<file path="src/rtl/thermPkg.sv">
package thermPkg;

  // register addresses (status sits after the three limits)
  localparam int unsigned ADDR_CFG    = 0;
  localparam int unsigned ADDR_UPPER  = 1;
  localparam int unsigned ADDR_LOWER  = 2;
  localparam int unsigned ADDR_CRIT   = 3;
  localparam int unsigned ADDR_STATUS = 4;

  // configuration bit positions
  localparam int unsigned CFG_MODE     = 0;
  localparam int unsigned CFG_POL      = 1;
  localparam int unsigned CFG_CRITONLY = 2;
  localparam int unsigned CFG_EN       = 3;
  localparam int unsigned CFG_STAT     = 4;
  localparam int unsigned CFG_CLR      = 5;
  localparam int unsigned CFG_WLOCK    = 6;
  localparam int unsigned CFG_CLOCK    = 7;
  localparam int unsigned CFG_SHDN     = 8;
  localparam int unsigned CFG_HYST_LO  = 9;
  localparam int unsigned CFG_HYST_HI  = 10;

  typedef struct packed {
    logic       shutdown;
    logic       critLock;
    logic       winLock;
    logic       evtEn;
    logic       critOnly;
    logic       polarity;
    logic       evtMode;
    logic [1:0] hystSel;
  } cfg_t;

  // one-cycle strobes from control to datapath
  typedef struct packed {
    logic wrUpper;
    logic wrLower;
    logic wrCrit;
    logic clearEvt;
    logic takeSample;
  } strobe_t;

endpackage

</file>
<file path="src/rtl/thermCtrl.sv">
module thermCtrl
  import thermPkg::*;
#(
  parameter int unsigned ADDR_W = 3,
  parameter int unsigned DATA_W = 16,
  parameter int unsigned TEMP_W = 13
) (
  input  logic              clk,
  input  logic              rstN,
  input  logic [ADDR_W-1:0] regAddr,
  input  logic [DATA_W-1:0] regWrData,
  input  logic              regWrEn,
  input  logic              sampleValid,
  input  logic [TEMP_W-1:0] upperLim,
  input  logic [TEMP_W-1:0] lowerLim,
  input  logic [TEMP_W-1:0] critLim,
  input  logic [TEMP_W-1:0] tempReg,
  input  logic              aboveFlag,
  input  logic              belowFlag,
  input  logic              critFlag,
  input  logic              evtActive,
  output cfg_t              cfg,
  output strobe_t           strobe,
  output logic [DATA_W-1:0] regRdData
);

  localparam int unsigned PAD_W = DATA_W - TEMP_W;

  cfg_t cfgQ;
  logic cfgWrite;
  logic lockActive;

  always_comb begin
    cfgWrite   = regWrEn && (regAddr == ADDR_W'(ADDR_CFG));
    lockActive = cfgQ.critLock | cfgQ.winLock;
  end

  always_ff @(posedge clk or negedge rstN) begin
    if (!rstN) begin
      cfgQ <= '0;
    end else if (cfgWrite) begin
      cfgQ.shutdown <= regWrData[CFG_SHDN];
      cfgQ.critLock <= regWrData[CFG_CLOCK];
      cfgQ.winLock  <= regWrData[CFG_WLOCK];
      cfgQ.evtEn    <= regWrData[CFG_EN];
      cfgQ.critOnly <= regWrData[CFG_CRITONLY];
      cfgQ.polarity <= regWrData[CFG_POL];
      cfgQ.evtMode  <= regWrData[CFG_MODE];
      if (!lockActive) begin
        cfgQ.hystSel <= regWrData[CFG_HYST_HI:CFG_HYST_LO];
      end
    end
  end

  assign cfg = cfgQ;

  always_comb begin
    strobe.wrUpper    = regWrEn && (regAddr == ADDR_W'(ADDR_UPPER));
    strobe.wrLower    = regWrEn && (regAddr == ADDR_W'(ADDR_LOWER));
    strobe.wrCrit     = regWrEn && (regAddr == ADDR_W'(ADDR_CRIT));
    strobe.clearEvt   = cfgWrite && regWrData[CFG_CLR];
    strobe.takeSample = sampleValid && !cfgQ.shutdown;
  end

  always_comb begin
    regRdData = '0;
    case (regAddr)
      ADDR_W'(ADDR_CFG): begin
        regRdData[CFG_HYST_HI:CFG_HYST_LO] = cfgQ.hystSel;
        regRdData[CFG_SHDN]     = cfgQ.shutdown;
        regRdData[CFG_CLOCK]    = cfgQ.critLock;
        regRdData[CFG_WLOCK]    = cfgQ.winLock;
        regRdData[CFG_STAT]     = evtActive;
        regRdData[CFG_EN]       = cfgQ.evtEn;
        regRdData[CFG_CRITONLY] = cfgQ.critOnly;
        regRdData[CFG_POL]      = cfgQ.polarity;
        regRdData[CFG_MODE]     = cfgQ.evtMode;
      end
      ADDR_W'(ADDR_UPPER): regRdData = {{PAD_W{1'b0}}, upperLim};
      ADDR_W'(ADDR_LOWER): regRdData = {{PAD_W{1'b0}}, lowerLim};
      ADDR_W'(ADDR_CRIT):  regRdData = {{PAD_W{1'b0}}, critLim};
      ADDR_W'(ADDR_STATUS): begin
        regRdData[DATA_W-1]   = critFlag;
        regRdData[DATA_W-2]   = aboveFlag;
        regRdData[DATA_W-3]   = belowFlag;
        regRdData[TEMP_W-1:0] = tempReg;
      end
      default: regRdData = '0;
    endcase
  end

  logic unusedWrBits;
  assign unusedWrBits = ^{regWrData[DATA_W-1:CFG_HYST_HI+1], regWrData[CFG_STAT]};

  AST_HYST_LOCKED: assert property (@(posedge clk) disable iff (!rstN)
    (cfgWrite && lockActive) |=> $stable(cfgQ.hystSel));

  AST_CFG_RSVD_ZERO: assert property (@(posedge clk) disable iff (!rstN)
    (regAddr == ADDR_W'(ADDR_CFG)) |-> (regRdData[DATA_W-1:CFG_HYST_HI+1] == '0 && !regRdData[CFG_CLR]));

endmodule

</file>
<file path="src/rtl/thermDatapath.sv">
module thermDatapath
  import thermPkg::*;
#(
  parameter int unsigned TEMP_W    = 13,
  parameter int unsigned HYST_UNIT = 12
) (
  input  logic              clk,
  input  logic              rstN,
  input  strobe_t           strobe,
  input  cfg_t              cfg,
  input  logic [TEMP_W-1:0] limData,
  input  logic [TEMP_W-1:0] sampleTemp,
  output logic [TEMP_W-1:0] upperLim,
  output logic [TEMP_W-1:0] lowerLim,
  output logic [TEMP_W-1:0] critLim,
  output logic [TEMP_W-1:0] tempReg,
  output logic              aboveFlag,
  output logic              belowFlag,
  output logic              critFlag,
  output logic              evtActive,
  output logic              evtOut
);

  localparam int unsigned WIDE_W    = TEMP_W + 2;
  localparam int unsigned HYST_CODES = 4;

  // hysteresis table: code 0 is zero, each later code doubles the unit
  logic signed [WIDE_W-1:0] hystTable [HYST_CODES];
  for (genvar i = 0; i < HYST_CODES; i++) begin : g_hyst
    if (i == 0) begin : g_zero
      assign hystTable[i] = '0;
    end else begin : g_step
      assign hystTable[i] = WIDE_W'(HYST_UNIT << (i - 1));
    end
  end

  // limit registers
  always_ff @(posedge clk or negedge rstN) begin
    if (!rstN) begin
      upperLim <= '0;
      lowerLim <= '0;
      critLim  <= '0;
    end else begin
      if (strobe.wrUpper) upperLim <= limData;
      if (strobe.wrLower) lowerLim <= limData;
      if (strobe.wrCrit)  critLim  <= limData;
    end
  end

  // sign-extended operands
  logic signed [WIDE_W-1:0] sT, upW, loW, crW, hW;
  always_comb begin
    sT  = {{2{sampleTemp[TEMP_W-1]}}, sampleTemp};
    upW = {{2{upperLim[TEMP_W-1]}}, upperLim};
    loW = {{2{lowerLim[TEMP_W-1]}}, lowerLim};
    crW = {{2{critLim[TEMP_W-1]}}, critLim};
    hW  = hystTable[cfg.hystSel];
  end

  // next flag values: set and clear thresholds differ by the hysteresis
  logic aboveNext, belowNext, critNext;
  always_comb begin
    if (sT > upW)             aboveNext = 1'b1;
    else if (sT <= upW - hW)  aboveNext = 1'b0;
    else                      aboveNext = aboveFlag;

    if (sT >= loW)            belowNext = 1'b0;
    else if (sT <= loW - hW)  belowNext = 1'b1;
    else                      belowNext = belowFlag;

    if (sT >= crW)            critNext = 1'b1;
    else if (sT < crW - hW)   critNext = 1'b0;
    else                      critNext = critFlag;
  end

  always_ff @(posedge clk or negedge rstN) begin
    if (!rstN) begin
      aboveFlag <= 1'b0;
      belowFlag <= 1'b0;
      critFlag  <= 1'b0;
      tempReg   <= '0;
    end else if (strobe.takeSample) begin
      aboveFlag <= aboveNext;
      belowFlag <= belowNext;
      critFlag  <= critNext;
      tempReg   <= sampleTemp;
    end
  end

  // event condition and latch
  logic rawNow, rawNext, evtLatch;
  always_comb begin
    rawNow  = cfg.critOnly ? critFlag : (aboveFlag | belowFlag);
    rawNext = cfg.critOnly ? critNext : (aboveNext | belowNext);
  end

  always_ff @(posedge clk or negedge rstN) begin
    if (!rstN) begin
      evtLatch <= 1'b0;
    end else begin
      evtLatch <= (strobe.clearEvt ? 1'b0 : evtLatch) | (strobe.takeSample & rawNext);
    end
  end

  always_comb begin
    evtActive = cfg.evtMode ? evtLatch : rawNow;
    evtOut    = (cfg.evtEn & evtActive) ^ cfg.polarity;
  end

  logic unusedCfgBits;
  assign unusedCfgBits = ^{cfg.shutdown, cfg.critLock, cfg.winLock};

  AST_ABOVE_SET: assert property (@(posedge clk) disable iff (!rstN)
    (strobe.takeSample && sT > upW) |=> aboveFlag);
  AST_ABOVE_CLEAR: assert property (@(posedge clk) disable iff (!rstN)
    (strobe.takeSample && sT <= upW - hW) |=> !aboveFlag);
  AST_BELOW_CLEAR: assert property (@(posedge clk) disable iff (!rstN)
    (strobe.takeSample && sT >= loW) |=> !belowFlag);
  AST_CRIT_SET: assert property (@(posedge clk) disable iff (!rstN)
    (strobe.takeSample && sT >= crW) |=> critFlag);
  AST_FLAGS_FROZEN: assert property (@(posedge clk) disable iff (!rstN)
    !strobe.takeSample |=> $stable({aboveFlag, belowFlag, critFlag, tempReg}));
  AST_EVT_CLEARED: assert property (@(posedge clk) disable iff (!rstN)
    (strobe.clearEvt && !strobe.takeSample) |=> !evtLatch);

endmodule

</file>
<file path="src/rtl/thermWindowCmp.sv">
module thermWindowCmp
  import thermPkg::*;
#(
  parameter int unsigned ADDR_W    = 3,
  parameter int unsigned DATA_W    = 16,
  parameter int unsigned TEMP_W    = 13,
  parameter int unsigned HYST_UNIT = 12
) (
  input  logic              clk,
  input  logic              rstN,
  input  logic [ADDR_W-1:0] regAddr,
  input  logic [DATA_W-1:0] regWrData,
  input  logic              regWrEn,
  output logic [DATA_W-1:0] regRdData,
  input  logic              sampleValid,
  input  logic [TEMP_W-1:0] sampleTemp,
  output logic              aboveWin,
  output logic              belowWin,
  output logic              critTrip,
  output logic              evtOut
);

  cfg_t              cfg;
  strobe_t           strobe;
  logic [TEMP_W-1:0] upperLim, lowerLim, critLim, tempReg;
  logic              evtActive;

  thermCtrl #(
    .ADDR_W(ADDR_W),
    .DATA_W(DATA_W),
    .TEMP_W(TEMP_W)
  ) u_ctrl (
    .clk        (clk),
    .rstN       (rstN),
    .regAddr    (regAddr),
    .regWrData  (regWrData),
    .regWrEn    (regWrEn),
    .sampleValid(sampleValid),
    .upperLim   (upperLim),
    .lowerLim   (lowerLim),
    .critLim    (critLim),
    .tempReg    (tempReg),
    .aboveFlag  (aboveWin),
    .belowFlag  (belowWin),
    .critFlag   (critTrip),
    .evtActive  (evtActive),
    .cfg        (cfg),
    .strobe     (strobe),
    .regRdData  (regRdData)
  );

  thermDatapath #(
    .TEMP_W   (TEMP_W),
    .HYST_UNIT(HYST_UNIT)
  ) u_dp (
    .clk       (clk),
    .rstN      (rstN),
    .strobe    (strobe),
    .cfg       (cfg),
    .limData   (regWrData[TEMP_W-1:0]),
    .sampleTemp(sampleTemp),
    .upperLim  (upperLim),
    .lowerLim  (lowerLim),
    .critLim   (critLim),
    .tempReg   (tempReg),
    .aboveFlag (aboveWin),
    .belowFlag (belowWin),
    .critFlag  (critTrip),
    .evtActive (evtActive),
    .evtOut    (evtOut)
  );

endmodule

</file>
<file path="config.mk">
export PLATFORM = sky130hd
export DESIGN_NAME = thermWindowCmp
export DESIGN_NICKNAME = d
export VERILOG_FILES = /design/src/rtl/thermPkg.sv /design/src/rtl/thermCtrl.sv /design/src/rtl/thermDatapath.sv /design/src/rtl/thermWindowCmp.sv
export SDC_FILE = /design/constraint.sdc
export NUM_CORES = 1
export LEC_CHECK = 0
export BUFFER_PORTS_ARGS = -buffer_cell sky130_fd_sc_hd__buf_4
export CORE_UTILIZATION = 45
export CTS_BUF_LIST = sky130_fd_sc_hd__clkbuf_16
export CTS_CLUSTER_DIAMETER = 80
export DETAILED_ROUTE_END_ITERATION = 8
export PLACE_DENSITY = 0.62
export REMOVE_ABC_BUFFERS = 1
export SYNTH_ARGS = -nofsm -noshare
export SYNTH_HDL_FRONTEND = slang
export SYNTH_SLANG_ARGS = --single-unit
</file>
<file path="constraint.sdc">
create_clock -name clk -period 5 [get_ports clk]
set_clock_uncertainty 0.2 [all_clocks]
set_input_delay 0.5 -clock clk [delete_from_list [all_inputs] [get_ports clk]]
set_output_delay 0.5 -clock clk [all_outputs]
set_load 0.03 [all_outputs]
</file>
After elaboration in Yosys (flattened, before gate mapping)
Index checks and enable logic that the tools add are counted.
{"block": "totals", "reg_bits": 65, "latch_bits": 0, "mem_bits_rw": 0, "mem_bits_ro": 0, "word_cells": 65, "memories": 0}
{"block": "classes", "addsub": 3, "n_mul": 0, "n_div": 0, "order_cmp": 7, "eq_ne": 4, "shift": 0, "n_mux": 17, "bitwise": 9, "reduce_logical": 9}
{"cell": "one-hot mux 5 bit (5 select lines)", "count": 2}
{"cell": "subtractor 13 x 15 -> 15 bit", "count": 3}
{"cell": "binary-select mux 15 bit (select 2 bit)", "count": 1}
{"cell": "less-or-equal comparator 13 x 15 -> 1 bit", "count": 2}
{"cell": "2-to-1 mux 15 bit", "count": 2}
{"cell": "greater-or-equal comparator 13 bit", "count": 2}
{"cell": "one-hot mux 5 bit (4 select lines)", "count": 1}
{"cell": "less-than comparator 13 x 15 -> 1 bit", "count": 1}
{"cell": "greater-than comparator 13 bit", "count": 1}
{"cell": "2-to-1 mux 1 bit", "count": 10}
{"cell": "== test 3 x 2 -> 1 bit, second input constant", "count": 2}
{"cell": "logical AND 1 bit", "count": 6}
{"cell": "bitwise OR 1 bit", "count": 4}
{"cell": "one-hot mux 1 bit (4 select lines)", "count": 1}
{"cell": "== test 3 x 1 -> 1 bit, second input constant", "count": 1}
{"cell": "== test 3 bit, second input constant", "count": 1}
{"cell": "greater-or-equal comparator 3 bit, second input constant", "count": 1}
{"cell": "logical NOT 3 bit", "count": 1}
{"cell": "inverter 2 -> 3 bit", "count": 1}
{"cell": "bitwise AND 1 bit", "count": 2}
{"cell": "AND reduction 2 bit", "count": 1}
{"cell": "logical NOT 1 bit", "count": 1}
{"cell": "inverter 1 bit", "count": 1}
{"cell": "bitwise XOR 1 bit", "count": 1}

Depth between registers and ports, before layout
Gate-level depths: netlist of the first run.
{"block": "depth", "depth_word": 12, "ltp_mapped": 19, "ltp_nobuf": 19}

By module
A second synthesis of the first run with hierarchy kept.
{"block": "hier_totals", "hier_cells": 606, "hier_area_um2": 5609.1}
{"mod": "thermDatapath", "n_inst": 1, "cells_per_inst": 512, "area_each_um2": 4683.2, "seq_area_each_um2": 1401.3}
{"mod": "thermCtrl", "n_inst": 1, "cells_per_inst": 94, "area_each_um2": 925.9, "seq_area_each_um2": 225.2}

Least setup slack after synthesis of the first run
Ideal clock, no wire load.
{"block": "synth_timing", "path_kind": "register to register", "start": "register u_ctrl.cfgQ, in the netlist u_ctrl.cfg[1]", "end": "register u_dp.evtLatch", "setup_ns": 0.131, "arrival_time_ns": 3.612, "t_required_ns": 4.669, "path_slack_ns": 1.057, "path_stages_with_launch": 19, "n_path_buf": 1, "period_less_slack_ns": 3.943, "path_cell_list": "dfrtp_1 -> inv_1 -> ha_1 -> buf_6 -> xor2_1 -> ha_1 -> a21oi_1 -> nor2b_1 -> o21a_1 -> nor3_1 -> nand4_1 -> xnor2_1 -> ha_1 -> nand4_1 -> o41ai_1 -> a31oi_1 -> mux2_2 -> nor4_1 -> o21ai_0"}
{"block": "synth_between", "elab_chain_cells": 12, "elab_cells_between_ends": 20, "cone_classes": "add/sub: 3; order compare: 3; mux: 10; bitwise: 4"}
{"element": "start, declared", "line_no": "thermCtrl.sv:29", "source": "cfg_t cfgQ;"}
{"element": "inverter 2 -> 3 bit (implied by the code) *", "line_no": "thermDatapath.sv:57", "source": "hW = hystTable[cfg.hystSel];"}
{"element": "binary-select mux 15 bit (select 2 bit) *", "line_no": "thermDatapath.sv:57"}
{"element": "2-to-1 mux 15 bit (implied by the code) * (2 in series)", "line_no": "thermDatapath.sv:57"}
{"element": "subtractor 13 x 15 -> 15 bit, on equally long branches", "line_no": "thermDatapath.sv:64, thermDatapath.sv:68"}
{"element": "less-or-equal comparator 13 x 15 -> 1 bit, on equally long branches", "line_no": "thermDatapath.sv:64, thermDatapath.sv:68"}
{"element": "2-to-1 mux 1 bit, on equally long branches", "line_no": "thermDatapath.sv:64, thermDatapath.sv:68"}
{"element": "2-to-1 mux 1 bit, on equally long branches", "line_no": "thermDatapath.sv:63, thermDatapath.sv:67"}
{"element": "bitwise OR 1 bit", "line_no": "thermDatapath.sv:94", "source": "rawNext = cfg.critOnly ? critNext : (aboveNext | belowNext);"}
{"element": "2-to-1 mux 1 bit *", "line_no": "thermDatapath.sv:94"}
{"element": "bitwise AND 1 bit *", "line_no": "thermDatapath.sv:101", "source": "evtLatch <= (strobe.clearEvt ? 1'b0 : evtLatch) | (strobe.takeSample & rawNext);"}
{"element": "bitwise OR 1 bit *", "line_no": "thermDatapath.sv:101"}
{"element": "end signal, assigned", "line_no": "thermDatapath.sv:101"}
{"element": "end, declared", "line_no": "thermDatapath.sv:91", "source": "logic rawNow, rawNext, evtLatch;"}
Mark *: on every way between the ends. The rest lies on a longest branch, timed or not. The select of a mux whose other input is x is not followed.
A chain may end at the register's enable or synchronous reset.

Worst setup path in the final report of the first run
Same ends and word-level chain as after synthesis.

==> results of run 1 <==
## flip-flops by register name (all words and copies together), names as in the netlist
signal / flops
u_dp.critLim: 13
u_dp.lowerLim: 13
u_dp.tempReg: 13
u_dp.upperLim: 13
u_ctrl.cfg: 9
u_dp.aboveFlag: 1
u_dp.belowFlag: 1
u_dp.critFlag: 1
u_dp.evtLatch: 1
## power by group
group	total, mW	switching (mW)	internal (mW)
registers	0.781	0.136	0.645
clock network	0.570	0.244	0.325
logic	1.39	0.775	0.613
total	2.74	1.16	1.58
## layout by cell type (no fill, tap or decap), types with 18 or more instances in the layout
cell type | netlist | layout
inv_1 | 55 | 57
o21ai_0 | 46 | 46
xnor2_1 | 21 | 21
nand2_1 | 96 | 96
dfrtp_1 | 65 | 65
mux2i_1 | 18 | 18
ha_1 | 92 | 92
mux2_2 | 26 | 26
nor2_1 | 31 | 31
buf_4 | 0 | 55
a21oi_1 | 33 | 33
## layout make-up
class	count	area [µm²]
clock buffers	9	225
clock inverters	6	28.8
fillers	1151	5710
inverters	55	206
multi-input cells	507	3740
flip-flops and latches	65	1630
well taps	168	210
repair buffers	55	413
## how the worst max path moves through the flow
stage,start,endpoint,slack (ns)
after floorplan,u_ctrl.cfg[1],u_dp.evtLatch,1.04
after global placement,u_ctrl.cfg[1],u_dp.evtLatch,0.56
after detailed placement,u_ctrl.cfg[1],u_dp.evtLatch,0.43
after CTS,u_ctrl.cfg[1],u_dp.evtLatch,0.40
after global routing,u_ctrl.cfg[1],u_dp.evtLatch,0.07
final,u_ctrl.cfg[1],u_dp.evtLatch,0.45
## metrics by stage
stage / setup slack, ns / hold WS (ns) / std cells
2_1_floorplan: 1.04 / 0.00441 / 627
3_3_place_gp: 0.565 / 0.259 / 850
3_5_place_dp: 0.428 / 0.263 / 850
4_1_cts: 0.401 / 0.111 / 865
5_1_grt: 0.0693 / 0.148 / 865
6_report: 0.448 / 0.0744 / 865
## logic make-up after synthesis
group,Yosys count
XOR/XNOR,28
AO/OA/AOI/OAI,144
AND/OR/NAND/NOR,194
multiplexers,46
buffers and inverters,77
adder cells (fa/ha/maj),95
flip-flops,65
## worst max-delay path, cell delays in order (launching register included)
cell and delay (ns):
dfrtp_1 0.42, inv_1 0.18, ha_1 0.35, xor2_1 0.18, ha_1 0.20, a21oi_1 0.19
nor2b_1 0.08, o21a_1 0.21, nor3_1 0.41, nand2_1 0.13, xnor2_1 0.16, ha_1 0.31
nand4_1 0.16, o41ai_1 0.50, a31oi_1 0.08, mux2_2 0.31, nor4_1 0.26, o21ai_0 0.13
## routing by layer
layer	up-vias	global-route usage [%]	share of wire [%]
met5	-	0	0
met4	0	7.71	1.2
met3	12	2.33	4.6
met2	127	42.2	47
met1	2382	36.1	47
li1	2391	-	-
==> out/qor.txt, run 1 <==
Slew @ Worst Pin: 0.885 ns
Synthesized area per cell: 8.74 µm²
Share of cells above drive strength 1: 14.6%
Overall power: 2.74 mW
Relative max-transition margin: 41.0%
CTS tree: yes
Post-synth top cells: nand2_1 (96), ha_1 (92), dfrtp_1 (65)
P_leak: 3.10 nW
Worst hold-check path type: in -> async
Cell variety after synth: 51
DRC: 0
Worst setup SP type: flip-flop
Max Root-Sink Buffers: 2
#FFs+latches synth: 65
Largest family of logic cells by synthesized area: adder cells
Fmax: 220 MHz
Wire per inst: 18.6 µm
Final Setup Violations: 0
GRT overflow: 0
RR Startpoint: u_ctrl.cfg[1]
Yosys top cell by area: dfrtp_1
ANT nets after route: 0
Setup TNS: 0 ns
Die width: 114 µm
Adder-cell share of the synthesized area: 20.9%
Ys flop type: dfrtp_1
Synth Area in Compound Gates: 15.7%
Post-Synth Simple-Gate Area: 16.0%
Num CTS Buffers: 9
Largest net degree at the start of global routing: 66
Max-slew violations: 0
Max_cap viols: 0
IO Port Bufs: 52
RSZ-0062 raised after global routing: false
Post-synth top area share: 28.7%
H-tree levels: 3
N_diodes: 0
Final nets: 821
First DRT Iteration DRCs: 269
Syn Inst Count: 649
Top-count cell post-synth: nand2_1
Routed WL: 16100 µm
Critical path class: reg -> reg
Final instance area: 6450 µm²
Post-CTS setup buffer count: 0
Fin util: 53.0%
I/O pin total: 56
Post-synthesis xor/xnor area fraction: 4.33%
Critical Path AT: 4.57 ns
Final Hold Fails: 0
Yosys Warn Count: 0
Synthesis-to-layout area growth: 13.8%
Post-synthesis mux area share: 9.14%
Crit. End Element: flip-flop
Via density: 5.68
Hold Buf Count CTS: 0
Worst skew pair latency: 0.34 ns
Synth top area cells: dfrtp_1 (29%), ha_1 (20%), nand2_1 (6.4%)
Area after detailed placement: 6200 µm²
R2R cell count: 17
First-pass GRT wire length: 25100 µm
Starting Density: 46.6%
Fin crit share: 91.0%
Clock transition at path regs: 0.06 ns
GRT Total Usage: 25.8%
DP HPWL: 12500 µm
Post-synth EDFFs: 0
DR pass1 iterations: 5
CP max FO: 5
R2R Setup Slk: 0.45 ns
Min Tclk post-route: 4.55 ns
Initial antenna violation count: 0
Mapped Area: 5670 µm²
Post-CTS sizing: 0
RR Endpoint: u_dp.evtLatch
Gpl congestion: 0.887
Core Box Area: 12200 µm²
Status: completed
Pwr/cell area: 425 nW/µm²
Vias in the first global route: 4773
Sequential area share after synthesis: 28.7%
Die height: 114 µm
Via count: 4912
Clock sinks: 65
Rows: 40
Peak supply drop: 185 µV
Fraction of registers with async set/reset: 100%
Die footprint: 13100 µm²
CP Data Required Time: 5.02 ns
Root Driver: clkbuf_16
(Power assumes the default switching activity.)
==> run 2: changes to the inputs <==
--- a/config.mk
+++ b/config.mk
@@ -11,6 +11,7 @@
 export CTS_CLUSTER_DIAMETER = 80
 export DETAILED_ROUTE_END_ITERATION = 8
 export PLACE_DENSITY = 0.62
+export RECOVER_POWER = 25
 export REMOVE_ABC_BUFFERS = 1
 export SYNTH_ARGS = -nofsm -noshare
 export SYNTH_HDL_FRONTEND = slang
==> run 2 against run 1 <==
Compared with the run above:
- the run now ends with max-capacitance violations, max-slew violations left
- worst hold slack improved by 0.12 ns
- worst setup slack improved by 0.0021 ns
- register-to-register slack is essentially flat
- design area is essentially flat
- combinational power about the same
- core utilization barely moved
- final cell count stayed put
- non-clock buffer count did not move
- die area stayed put
- sequential share of layout area is essentially flat
- clock power barely moved
- count of clock-buffer cells in the layout unchanged
- highest routed layer unchanged
==> out/qor.txt, run 2 (synthesis results as in run 1) <==
Status: finished with violations
Failing checks: max-capacitance violations, max-slew violations
First DRT Iteration DRCs: 269 (unchanged)
Via count: 4907 (-0.10%)
Gpl congestion: 0.887 (unchanged)
Vias in the first global route: 4773 (unchanged)
Commonest non-fill, non-tap cells in the layout: nand2_1 (96), ha_1 (92), dfrtp_1 (65)
Setup TNS: 0 ns (unchanged)
ANT nets after route: 0 (unchanged)
Num CTS Buffers: 9 (unchanged)
Max-slew violations: 66 (+66)
Critical Path AT: 4.57 ns (about the same)
Hold endpoint: u_dp.upperLim[11]
Share of cells above drive strength 1: 14.5% (-0.14 points)
Synthesis-to-layout area growth: 13.7% (about the same)
Via density: 5.67 (-0.10%)
CP Data Required Time: 5.02 ns (about the same)
Post-CTS setup buffer count: 0 (unchanged)
Most common cell after layout, fill and taps aside: nand2_1
Core Box Area: 12200 µm² (unchanged)
Worst hold-check path type: in -> reg
Critical path class: reg -> reg
Post-CTS sizing: 0 (unchanged)
Final instance area: 6450 µm² (about the same)
N_diodes: 0 (unchanged)
DP HPWL: 12500 µm (unchanged)
CTS tree: yes
Routed WL: 16100 µm (about the same)
Min Tclk post-route: 4.55 ns (-0.00212 ns)
Die height: 114 µm (unchanged)
Placed insts: 850 (unchanged)
Worst setup SP type: flip-flop
R2R Setup Slk: 0.45 ns (about the same)
Final hold slack: 0.194 ns (+0.119 ns)
Fin crit share: 91.0% (about the same)
Clock transition at path regs: 0.06 ns (about the same)
DR pass1 iterations: 5 (unchanged)
R2R cell count: 17 (unchanged)
Non-Filler Instances: 865 (unchanged)
Pwr/cell area: 425 nW/µm² (about the same)
Final nets: 821 (unchanged)
Hold Buf Count CTS: 0 (unchanged)
Worst skew pair latency: 0.34 ns (about the same)
Root Driver: clkbuf_16
Max Root-Sink Buffers: 2 (unchanged)
Min-delay src: regWrData[11]
Slew @ Worst Pin: 3.73 ns (+2.84 ns)
RSZ-0062 raised after global routing: false
Worst Hold Depth: 3
RR Startpoint: u_ctrl.cfg[1]
Die width: 114 µm (unchanged)
GRT Total Usage: 25.8% (unchanged)
Die footprint: 13100 µm² (unchanged)
DRC: 0 (unchanged)
GRT overflow: 0 (unchanged)
Fmax: 220 MHz (about the same)
Area after detailed placement: 6200 µm² (unchanged)
Relative max-transition margin: -149% (-190 points)
H-tree levels: 3 (unchanged)
Max_cap viols: 1 (+1)
Clock sinks: 65 (unchanged)
CP max FO: 5 (unchanged)
Final Hold Fails: 0 (unchanged)
Fin util: 53.0% (about the same)
RR Endpoint: u_dp.evtLatch
Final Setup Violations: 0 (unchanged)
Crit. End Element: flip-flop
I/O pin total: 56 (unchanged)
Initial antenna violation count: 0 (unchanged)
First-pass GRT wire length: 25100 µm (unchanged)
Starting Density: 46.6% (unchanged)
Wire per inst: 18.6 µm (about the same)
Peak supply drop: 186 µV (about the same)
IO Port Bufs: 52 (unchanged)
P_leak: 3.09 nW (-0.12%)
Rows: 40 (unchanged)
Largest net degree at the start of global routing: 66 (unchanged)
## run 2: cell type report
cell class / count / area [µm²]
fill: 1153 / 5710
multi-input combinational: 507 / 3740
sequential: 65 / 1630
inverter: 55 / 206
clock inverter: 6 / 28.8
tap: 168 / 210
timing repair buffer: 55 / 409
clock buffer: 9 / 225
## run 2: through the flow
stage | power (mW) | setup slack, ns
2_1_floorplan | 1.75 | 1.04
3_3_place_gp | 2.11 | 0.565
3_5_place_dp | 2.17 | 0.428
4_1_cts | 2.74 | 0.401
5_1_grt | 2.95 | 0.0693
6_report | 2.74 | 0.450
## run 2: how the worst max path moves through the flow
stage	from	to	slack (ns)	depth (start not counted)
after detailed placement	u_ctrl.cfg[1]	u_dp.evtLatch	0.43	17
after floorplan	u_ctrl.cfg[1]	u_dp.evtLatch	1.04	17
after global routing	u_ctrl.cfg[1]	u_dp.evtLatch	0.07	17
after CTS	u_ctrl.cfg[1]	u_dp.evtLatch	0.40	17
after global placement	u_ctrl.cfg[1]	u_dp.evtLatch	0.56	17
final	u_ctrl.cfg[1]	u_dp.evtLatch	0.45	17
## run 2: worst max-delay path, cell delays in order (launching register included)
cell and delay (ns):
dfrtp_1 0.42, inv_1 0.18, ha_1 0.35, xor2_1 0.18, ha_1 0.20, a21oi_1 0.19
nor2b_1 0.08, o21a_1 0.21, nor3_1 0.41, nand2_1 0.13, xnor2_1 0.16, ha_1 0.31
nand4_1 0.16, o41ai_1 0.50, a31oi_1 0.08, mux2_2 0.31, nor4_1 0.26, o21ai_0 0.13
## run 2: layer usage
layer  wire (µm)  global-route usage, %  up-vias
li1            -                      -     2392
met5           0                      0        -
met4         198                   7.71        0
met1        7570                   36.1     2374
met3         736                   2.33       12
met2        7550                   42.2      129
## run 2: power breakdown
group	total [mW]	internal, mW	leakage (nW)	switching (mW)
logic	1.39	0.612	2.18	0.775
clock network	0.570	0.325	0.131	0.244
registers	0.781	0.645	0.783	0.136
total	2.74	1.58	3.09	1.16
